<file path="config.mk">
export PLATFORM = sky130hd
export DESIGN_NAME = iova_table_walker
export DESIGN_NICKNAME = d
export VERILOG_FILES = /design/src/rtl/ptw_pkg.sv /design/src/rtl/walk_fsm.sv /design/src/rtl/fault_regs.sv /design/src/rtl/iova_table_walker.sv
export SDC_FILE = /design/constraint.sdc
export NUM_CORES = 1
export LEC_CHECK = 0
export CAP_MARGIN = 10
export CORE_ASPECT_RATIO = 1.1
export CORE_MARGIN = 1
export CORE_UTILIZATION = 25
export DETAILED_ROUTE_END_ITERATION = 10
export PLACE_DENSITY = 0.54
export REMOVE_ABC_BUFFERS = 1
export SLEW_MARGIN = 5
export SYNTH_ARGS = -nofsm -noshare
export SYNTH_HDL_FRONTEND = slang
export SYNTH_SLANG_ARGS = --single-unit
</file>
<file path="constraint.sdc">
create_clock -name clk -period 7.7 [get_ports clk]
set_input_delay 1.155 -clock clk [delete_from_list [all_inputs] [get_ports clk]]
set_output_delay 1.155 -clock clk [all_outputs]
set_load 0.05 [all_outputs]
</file>
<file path="src/rtl/ptw_pkg.sv">
package ptw_pkg;
    localparam int VA_W      = 32;
    localparam int DIR_IDX_W = 12;
    localparam int PT_IDX_W  = 8;
    localparam int OFF_W     = 12;
    localparam int ACI_W     = 4;
    localparam int PT_ALIGN  = 10;
    localparam int NUM_LVL   = 2;

    typedef enum logic [2:0] {
        ST_IDLE,
        ST_DIR_REQ,
        ST_DIR_WAIT,
        ST_PTE_REQ,
        ST_PTE_WAIT,
        ST_DONE
    } walk_state_t;
endpackage

</file>
<file path="src/rtl/walk_fsm.sv">
module walk_fsm
    import ptw_pkg::*;
#(
    parameter int MID_W = 3
) (
    input  logic              clk,
    input  logic              rst_n,
    input  logic [VA_W-1:0]   tbl_base,
    input  logic              req_valid,
    output logic              req_ready,
    input  logic [VA_W-1:0]   req_iova,
    input  logic [MID_W-1:0]  req_master,
    output logic              mem_req_valid,
    input  logic              mem_req_ready,
    output logic [VA_W-1:0]   mem_req_addr,
    input  logic              mem_rsp_valid,
    input  logic [VA_W-1:0]   mem_rsp_data,
    output logic              rsp_valid,
    output logic              rsp_ok,
    output logic [VA_W-1:0]   rsp_pa,
    output logic [ACI_W-1:0]  rsp_aci,
    output logic              flt_dir,
    output logic              flt_pte,
    output logic [VA_W-1:0]   flt_iova,
    output logic [MID_W-1:0]  flt_master
);
    localparam int BASE_W = VA_W - 2;
    localparam int PT_W   = VA_W - PT_ALIGN;
    localparam int PG_W   = VA_W - OFF_W;

    walk_state_t state, nxt;

    logic [VA_W-1:0]   iova_q;
    logic [MID_W-1:0]  master_q;
    logic [BASE_W-1:0] base_q;
    logic [PT_W-1:0]   pt_q;
    logic [VA_W-1:0]   pa_q;
    logic [ACI_W-1:0]  aci_q;
    logic              ok_q;

    logic dte_ok, pte_ok;
    logic unused_rsvd;

    assign dte_ok = (mem_rsp_data[1:0] == 2'b01);
    assign pte_ok = mem_rsp_data[1];
    assign unused_rsvd = ^{mem_rsp_data[9:8], mem_rsp_data[3:2], mem_rsp_data[0], tbl_base[1:0]};

    // state register
    always_ff @(posedge clk or negedge rst_n) begin
        if (!rst_n) state <= ST_IDLE;
        else        state <= nxt;
    end

    // transitions
    always_comb begin
        nxt = state;
        unique case (state)
            ST_IDLE:     if (req_valid) nxt = ST_DIR_REQ;
            ST_DIR_REQ:  if (mem_req_ready) nxt = ST_DIR_WAIT;
            ST_DIR_WAIT: if (mem_rsp_valid) nxt = dte_ok ? ST_PTE_REQ : ST_DONE;
            ST_PTE_REQ:  if (mem_req_ready) nxt = ST_PTE_WAIT;
            ST_PTE_WAIT: if (mem_rsp_valid) nxt = ST_DONE;
            ST_DONE:     nxt = ST_IDLE;
            default:     nxt = ST_IDLE;
        endcase
    end

    // outputs decoded from state
    always_comb begin
        req_ready     = 1'b0;
        mem_req_valid = 1'b0;
        rsp_valid     = 1'b0;
        mem_req_addr  = '0;
        flt_dir       = 1'b0;
        flt_pte       = 1'b0;
        unique case (state)
            ST_IDLE:     req_ready = 1'b1;
            ST_DIR_REQ: begin
                mem_req_valid = 1'b1;
                mem_req_addr  = {base_q, 2'b00}
                              + {{(VA_W-DIR_IDX_W-2){1'b0}}, iova_q[VA_W-1 -: DIR_IDX_W], 2'b00};
            end
            ST_DIR_WAIT: flt_dir = mem_rsp_valid && !dte_ok;
            ST_PTE_REQ: begin
                mem_req_valid = 1'b1;
                mem_req_addr  = {pt_q, {PT_ALIGN{1'b0}}}
                              + {{(VA_W-PT_IDX_W-2){1'b0}}, iova_q[OFF_W +: PT_IDX_W], 2'b00};
            end
            ST_PTE_WAIT: flt_pte = mem_rsp_valid && !pte_ok;
            ST_DONE:     rsp_valid = 1'b1;
            default:     ;
        endcase
    end

    // walk context and result
    always_ff @(posedge clk or negedge rst_n) begin
        if (!rst_n) begin
            iova_q   <= '0;
            master_q <= '0;
            base_q   <= '0;
            pt_q     <= '0;
            pa_q     <= '0;
            aci_q    <= '0;
            ok_q     <= 1'b0;
        end else begin
            if (state == ST_IDLE && req_valid) begin
                iova_q   <= req_iova;
                master_q <= req_master;
                base_q   <= tbl_base[VA_W-1:2];
                pa_q     <= '0;
                aci_q    <= '0;
                ok_q     <= 1'b0;
            end
            if (state == ST_DIR_WAIT && mem_rsp_valid && dte_ok)
                pt_q <= mem_rsp_data[VA_W-1:PT_ALIGN];
            if (state == ST_PTE_WAIT && mem_rsp_valid && pte_ok) begin
                ok_q  <= 1'b1;
                pa_q  <= {mem_rsp_data[VA_W-1 -: PG_W], iova_q[OFF_W-1:0]};
                aci_q <= mem_rsp_data[7:4];
            end
        end
    end

    assign rsp_ok     = ok_q;
    assign rsp_pa     = pa_q;
    assign rsp_aci    = aci_q;
    assign flt_iova   = iova_q;
    assign flt_master = master_q;


    rsp_single_cycle_chk: assert property (@(posedge clk) disable iff (!rst_n)
        rsp_valid |=> !rsp_valid && req_ready);

    busy_after_accept_chk: assert property (@(posedge clk) disable iff (!rst_n)
        req_ready && req_valid |=> !req_ready);

    mem_hold_chk: assert property (@(posedge clk) disable iff (!rst_n)
        mem_req_valid && !mem_req_ready |=> mem_req_valid && $stable(mem_req_addr));

    no_read_after_l1_chk: assert property (@(posedge clk) disable iff (!rst_n)
        flt_dir |=> !mem_req_valid && rsp_valid && !rsp_ok);
endmodule

</file>
<file path="src/rtl/fault_regs.sv">
module fault_regs
    import ptw_pkg::*;
#(
    parameter int NUM_MASTERS = 6,
    parameter int MID_W       = 3
) (
    input  logic                   clk,
    input  logic                   rst_n,
    input  logic                   flt_dir,
    input  logic                   flt_pte,
    input  logic [VA_W-1:0]        flt_iova,
    input  logic [MID_W-1:0]       flt_master,
    input  logic [NUM_LVL-1:0]     int_enable,
    input  logic [NUM_LVL-1:0]     int_clear,
    output logic [NUM_LVL-1:0]     fault_status,
    output logic [VA_W-1:0]        l1_err_addr,
    output logic [VA_W-1:0]        l2_err_addr,
    output logic [NUM_MASTERS-1:0] l1_blame,
    output logic [NUM_MASTERS-1:0] l2_blame,
    output logic                   irq
);
    logic [NUM_LVL-1:0]     evt;
    logic [VA_W-1:0]        err_q   [NUM_LVL];
    logic [NUM_MASTERS-1:0] blame_q [NUM_LVL];
    logic [NUM_MASTERS-1:0] blame_new;

    assign evt       = {flt_pte, flt_dir};
    assign blame_new = NUM_MASTERS'(1) << flt_master;

    for (genvar lv = 0; lv < NUM_LVL; lv++) begin : g_lvl
        always_ff @(posedge clk or negedge rst_n) begin
            if (!rst_n) begin
                fault_status[lv] <= 1'b0;
                err_q[lv]        <= '0;
                blame_q[lv]      <= '0;
            end else if (evt[lv]) begin
                fault_status[lv] <= 1'b1;
                err_q[lv]        <= flt_iova;
                blame_q[lv]      <= blame_new;
            end else if (int_clear[lv]) begin
                fault_status[lv] <= 1'b0;
            end
        end
    end

    assign l1_err_addr = err_q[0];
    assign l2_err_addr = err_q[1];
    assign l1_blame    = blame_q[0];
    assign l2_blame    = blame_q[1];
    assign irq         = |(fault_status & int_enable);


    l1_capture_chk: assert property (@(posedge clk) disable iff (!rst_n)
        flt_dir |=> fault_status[0] && l1_err_addr == $past(flt_iova));

    l2_capture_chk: assert property (@(posedge clk) disable iff (!rst_n)
        flt_pte |=> fault_status[1] && l2_err_addr == $past(flt_iova));

    clear_takes_chk: assert property (@(posedge clk) disable iff (!rst_n)
        int_clear[0] && !flt_dir |=> !fault_status[0]);

    blame_onehot_chk: assert property (@(posedge clk) disable iff (!rst_n)
        $onehot0(l1_blame) && $onehot0(l2_blame));
endmodule

</file>
<file path="src/rtl/iova_table_walker.sv">
module iova_table_walker
    import ptw_pkg::*;
#(
    parameter int NUM_MASTERS = 6,
    parameter int MID_W       = (NUM_MASTERS > 1) ? $clog2(NUM_MASTERS) : 1
) (
    input  logic                   clk,
    input  logic                   rst_n,
    input  logic [31:0]            tbl_base,
    input  logic                   req_valid,
    output logic                   req_ready,
    input  logic [31:0]            req_iova,
    input  logic [MID_W-1:0]       req_master,
    output logic                   rsp_valid,
    output logic                   rsp_ok,
    output logic [31:0]            rsp_pa,
    output logic [3:0]             rsp_aci,
    output logic                   mem_req_valid,
    input  logic                   mem_req_ready,
    output logic [31:0]            mem_req_addr,
    input  logic                   mem_rsp_valid,
    input  logic [31:0]            mem_rsp_data,
    input  logic [1:0]             int_enable,
    input  logic [1:0]             int_clear,
    output logic [1:0]             fault_status,
    output logic [31:0]            l1_err_addr,
    output logic [31:0]            l2_err_addr,
    output logic [NUM_MASTERS-1:0] l1_blame,
    output logic [NUM_MASTERS-1:0] l2_blame,
    output logic                   irq
);
    logic             flt_dir, flt_pte;
    logic [31:0]      flt_iova;
    logic [MID_W-1:0] flt_master;

    walk_fsm #(.MID_W(MID_W)) u_fsm (
        .clk(clk), .rst_n(rst_n), .tbl_base(tbl_base),
        .req_valid(req_valid), .req_ready(req_ready),
        .req_iova(req_iova), .req_master(req_master),
        .mem_req_valid(mem_req_valid), .mem_req_ready(mem_req_ready),
        .mem_req_addr(mem_req_addr), .mem_rsp_valid(mem_rsp_valid),
        .mem_rsp_data(mem_rsp_data),
        .rsp_valid(rsp_valid), .rsp_ok(rsp_ok), .rsp_pa(rsp_pa), .rsp_aci(rsp_aci),
        .flt_dir(flt_dir), .flt_pte(flt_pte),
        .flt_iova(flt_iova), .flt_master(flt_master)
    );

    fault_regs #(.NUM_MASTERS(NUM_MASTERS), .MID_W(MID_W)) u_faults (
        .clk(clk), .rst_n(rst_n),
        .flt_dir(flt_dir), .flt_pte(flt_pte),
        .flt_iova(flt_iova), .flt_master(flt_master),
        .int_enable(int_enable), .int_clear(int_clear),
        .fault_status(fault_status),
        .l1_err_addr(l1_err_addr), .l2_err_addr(l2_err_addr),
        .l1_blame(l1_blame), .l2_blame(l2_blame),
        .irq(irq)
    );
endmodule

</file>
# --- Yosys cells after proc, flatten, opt, wreduce, memory -nomap -nowiden ---
# Index checks and enable logic that the tools add are counted.
word_totals:
  reg_bits: 205
  latch_bits: 0
  ramBits: 0
  rom_bits: 0
  inputBits: 108
  out_inout_bits: 151
  word_cells: 68
  mem_count: 0
classes:
  n_addsub: 2
  mul: 0
  div: 0
  n_lt_le_gt_ge: 0
  eq_ne: 11
  shift: 1
  mux: 23
  n_bitwise: 1
  n_reduce_logical: 16
op_table:
  columns: ["cell", "count"]
  rows:
  - ["$mux W32", 2]
  - ["$pmux W32 S2", 1]
  - ["$add A32 B10 Y32", 1]
  - ["$add A32 B14 Y32", 1]
  - ["$mux W3", 6]
  - ["$pmux W3 S5", 1]
  - ["$mux W1", 11]
  - ["$ne A2 B2 Y1 const B", 5]
  - ["$mux W4", 2]
  - ["$logic_and A1 B1 Y1", 7]
  - ["$eq A3 B2 Y1 const B", 2]
  - ["$eq A3 B3 Y1 const B", 2]
  - ["$reduce_bool A2 Y1", 3]
  - ["$shl A1 B3 Y6 const A", 1]
  - ["$reduce_and A5 Y1", 1]
  - ["$reduce_or A2 Y1", 2]
  - ["$eq A3 B1 Y1 const B", 1]
  - ["$logic_not A3 Y1", 1]
  - ["$and A2 B2 Y2", 1]
  - ["$eq A2 B1 Y1 const B", 1]
  - ["$logic_not A1 Y1", 2]

# --- Logic depth before layout (Yosys ltp) ---
logic_depth:
  depth_word: 5
  mapped_depth: 11
  depth_no_buf: 10

# --- By module ---
# From an unflattened synthesis, not the netlist that was laid out.
unflattened:
  hier_cells: 946
  area_unflattened_um2: 9740.6
by_module_without_submodules:
  columns: ["mod", "instances", "cells_each", "area_each_um2", "seq_area_each_um2"]
  rows:
  - ["walk_fsm", 1, 762, 6458.7, 3178.0]
  - ["fault_regs", 1, 184, 3281.9, 1951.9]

# --- Worst setup path after synthesis ---
# Ideal clock, no wire load.
synth_timing:
  path_kind: "reg-to-output"
  from: "register u_fsm.iova_q[20] (netlist: u_fsm.flt_iova[20])"
  to: "output port mem_req_addr[24]"
  t_arrival_ns: 3.134
  required_ns: 6.545
  slack_ns: 3.411
  path_stages_with_launch: 12
  n_path_buf: 1
  path_cell_list: "dfrtp_1 -> ha_1 -> inv_1 -> fa_1 -> and2b_4 -> o2111ai_1 -> nand2_1 -> o21ba_1 -> buf_4 -> nand3_1 -> xor2_1 -> a211oi_1"
synth_via:
  elab_chain_cells: 2
synth_rtl:
  columns: ["element", "line_no", "text"]
  rows:
  - ["from (decl)", "walk_fsm.sv:33", "logic [VA_W-1:0] iova_q;"]
  - ["from (signal assigned)", "walk_fsm.sv:107", "iova_q <= req_iova;"]
  - ["$add A32 B14 Y32", "walk_fsm.sv:81", "+ {{(VA_W-DIR_IDX_W-2){1'b0}}, iova_q[VA_W-1 -: DIR_IDX_W], 2'b00};"]
  - ["$pmux W32 S2", "walk_fsm.sv:76", "unique case (state)"]
  - ["to (decl)", "iova_table_walker.sv:20", "output logic [31:0] mem_req_addr,"]
# No other way between the ends.

# --- Worst setup path in the final report ---
# Same ends and word-level chain as after synthesis.

==> impl_metrics.py <==
metrics = {
    "setup_path": {
        "setup.worst_path.end_class": "output port",
        "critPathArrivalTime_ns": 3.96,
        "slowest_stage": "clkdlybuf4s50_1",
        "critPathTopFamily": "buffers and inverters",
        "slowest_delay_ns": 0.85,
        "worst_ep_required_time_ns": 6.55,
        "crit_type": "reg -> out",
        "cp-start-kind": "flip-flop",
        "worstPathMaxFanout": 7,
        "cp_cell_sequence": "ha_1 -> inv_1 -> fa_1 -> and2b_4 -> o2111ai_1 -> nand2_1 -> o21ba_1 -> nand3_1 -> xor2_1 -> a211oi_1 -> clkdlybuf4s50_1",
        "cp.buffers_inverters": 2,
    },
    "floorplanning": {
        "io_pins": 259,
        "die-area_sq_mm": 0.0369,
        "initial_core_util": 0.256,
        "placementRows": 72,
        "die_w_microns": 183,
        "coreArea_sq_mm": 0.0353,
        "die_h_microns": 201,
    },
    "hold_path": {
        "hold_path.class": "reg -> reg",
    },
    "cells_and_area": {
        "fillers": 3555,
        "nets": 1079,
        "utilization": 0.363,
        "areaGrowthSynthToFinish_pct": 42.1,
        "drive_gt1_frac": 0.209,
        "final_common_cell": "clkdlybuf4s50_1",
        "final_cell_mix": "clkdlybuf4s50_1 (249), dfrtp_1 (205), mux2_2 (144)",
    },
    "yosys": {
        "synth_cell_types": 58,
        "synth_seq_cells": 205,
        "ys_seq_area_frac": 0.568,
        "syn_inst": 714,
        "ys_warn_count": 0,
        "syn_avg_cell_area_sq_um": 12.6,
        "synthArstFlopShare": 1.00,
        "synth_edf_count": 0,
        "synth_ff_type": "dfrtp_1",
        "netlist_area_sq_mm": 0.00902,
    },
    "timing": {
        "fin_crit_ns": 5.12,
        "slew_violations": 0,
        "max_freq_mhz": 195,
        "min_period_over_period": 0.665,
        "relSlewSlack": 0.255,
        "worst_slew_pin_slew_ns": 1.12,
        "report.final.setup_viol": 0,
        "holdWs_ns": 0.480,
        "rsz0062_at_grt": "no",
        "tns_ns": 0,
        "clock_skew_ns": 0.0187,
        "hold_viol": 0,
    },
    "place": {
        "place_congestion": 0.758,
        "portBuffers": 250,
        "dp_hpwl_mm": 18.0,
    },
    "clock_network": {
        "cts_tree": "yes",
        "cts_inserted_buffers": 24,
        "cts.clk_slew.worst_paths_ns": 0.06,
        "clk_latency_ns": 0.53,
        "cts_root_buf": "clkbuf_16",
        "cts_buffer_depth": 3,
        "cts_resized": 0,
        "cts.sink_count": 205,
        "htreeDepth": 1,
        "cts_hold_buf": 0,
        "postCtsSetupRepairBufs": 0,
    },
    "grt": {
        "grt_usage": 0.144,
        "overflow": 0,
        "grt_pass1_vias": 6639,
        "grt_max_degree": 88,
        "antenna_found_initial": 3,
        "grt_pass1_wl_mm": 40.7,
    },
    "run": {
        "max_cap_violations": 0,
    },
    "power_and_ir_drop": {
        "peakVddDrop_mv": 0.235,
        "power_density_mw_per_mm2": 521,
        "leakagePower_nw": 5.42,
    },
    "route": {
        "ant_nets": 0,
        "dr.pass1.iters": 4,
        "wirelength_mm": 26.7,
        "initialDrtViolationCount": 326,
        "routed-via-count": 6610,
        "drc": 0,
        "avgRoutedWirePerCell_microns": 18.3,
        "post_drt_via_cell_ratio": 4.54,
    },
    "status": {
        "outcome": "finished, final reports clean",
    },
}
[report_power, final]
part | internal (mW) | leakage [nW] | switching, mW
clock network | 0.720 | 0.405 | 0.467
logic | 1.34 | 2.44 | 2.26
registers | 1.56 | 2.58 | 0.345
[cells in the mapped netlist (3+ instances only)]
| library cell | instances | area (sq um) |
|---|---|---|
| dfrtp_1 | 205 | 5130 |
| mux2_2 | 144 | 1620 |
| nand2_1 | 45 | 169 |
| a22o_1 | 37 | 324 |
| o21ai_0 | 36 | 180 |
| a21oi_1 | 32 | 160 |
| buf_2 | 21 | 105 |
| nand3_1 | 21 | 105 |
| nor2_1 | 19 | 71.3 |
| clkbuf_1 | 13 | 48.8 |
| inv_1 | 13 | 48.8 |
| xor2_1 | 13 | 114 |
| ha_1 | 12 | 150 |
| xnor2_1 | 9 | 78.8 |
| and3_1 | 8 | 50.1 |
| nand4_1 | 6 | 37.5 |
| o41ai_1 | 6 | 52.6 |
| and2_1 | 5 | 31.3 |
| buf_4 | 4 | 30.0 |
| mux2i_1 | 4 | 40.0 |
| nand2b_1 | 4 | 25.0 |
| nor3_1 | 4 | 20.0 |
| a211oi_1 | 3 | 22.5 |
| a21o_1 | 3 | 22.5 |
| a31oi_1 | 3 | 18.8 |
| o2111ai_1 | 3 | 26.3 |
[worst register-to-register path: stages (launching register included)]
cell and delay [ns]:
dfrtp_1 0.38, buf_4 0.27, nor3_1 0.38, and2_4 0.52, buf_4 0.62, nor2_4 0.38, a22o_1 0.32
[final timing paths]
check                                                     start                                    to  slack [ns]  depth (start not counted)
max                              u_fsm.flt_iova[20]$_DFFE_PN0P_                      mem_req_addr[24]        2.58                         11
min                        u_faults.l2_err_addr[21]$_DFFE_PN0P_  u_faults.l2_err_addr[21]$_DFFE_PN0P_        0.48                          2
max reg2reg                          u_fsm.state[1]$_DFFE_PN0P_           u_fsm.rsp_pa[4]$_DFFE_PN0P_        4.69                          6
min reg2reg                u_faults.l2_err_addr[21]$_DFFE_PN0P_  u_faults.l2_err_addr[21]$_DFFE_PN0P_        0.48                          2
max in group asynchronous                                 rst_n           u_fsm.rsp_pa[1]$_DFFE_PN0P_        5.77                          2
min in group asynchronous                                 rst_n          u_fsm.rsp_pa[23]$_DFFE_PN0P_        0.63                          1
[logic make-up after synthesis]
| family | share of synthesized area |
|---|---|
| AOI/OAI and AO/OA | 0.107 |
| xor gates and xnor gates | 0.0214 |
| adders and majority gates | 0.0189 |
| buffers and inverters | 0.0295 |
| DFF | 0.568 |
| muxes | 0.184 |
| other | 0.000416 |
| and+or+nand+nor | 0.0704 |
[layer usage]
metal	track usage	part of all wire	vias to the layer above
met4	0.0360	0.017	2
li1	-	-	3074
met3	0.0442	0.080	34
met2	0.235	0.47	207
met1	0.185	0.44	3293
met5	0	0.00049	-
[cell type report]
class                      count  area, sq um  share of cell area
clock buffer                  32          682              0.0532
multi-input combinational    453         3640               0.284
antenna                        2         5.00            0.000390
tap                          481          602              0.0469
inverter                      14         52.6             0.00410
timing repair buffer         260         2580               0.201
clock inverter                10          129              0.0100
sequential                   205         5130               0.400
[flip-flops by register name, indices dropped and copies added, names as in the netlist]
signal and count:
u_fsm.base_q 30, u_faults.l2_err_addr 32, u_fsm.flt_master 3, u_fsm.rsp_pa 32, u_faults.fault_status 2, u_fsm.rsp_aci 4
u_faults.l2_blame 6, u_faults.l1_err_addr 32, u_fsm.pt_q 22, u_fsm.state 3, u_faults.l1_blame 6, u_fsm.flt_iova 32
u_fsm.rsp_ok 1
[through the flow]
stage                     setup slack, ns  total power [mW]  instance area (sq um)  std cells
after floorplan                      3.01              4.28                   8810        672
after global placement               3.04              5.52                  12000       1413
after detailed placement             3.04              5.55                  12000       1413
after CTS                            2.46              6.79                  12800       1455
after global routing                 2.28              7.07                  12800       1455
final                                2.58              6.69                  12800       1457
(Power assumes the default switching activity.)
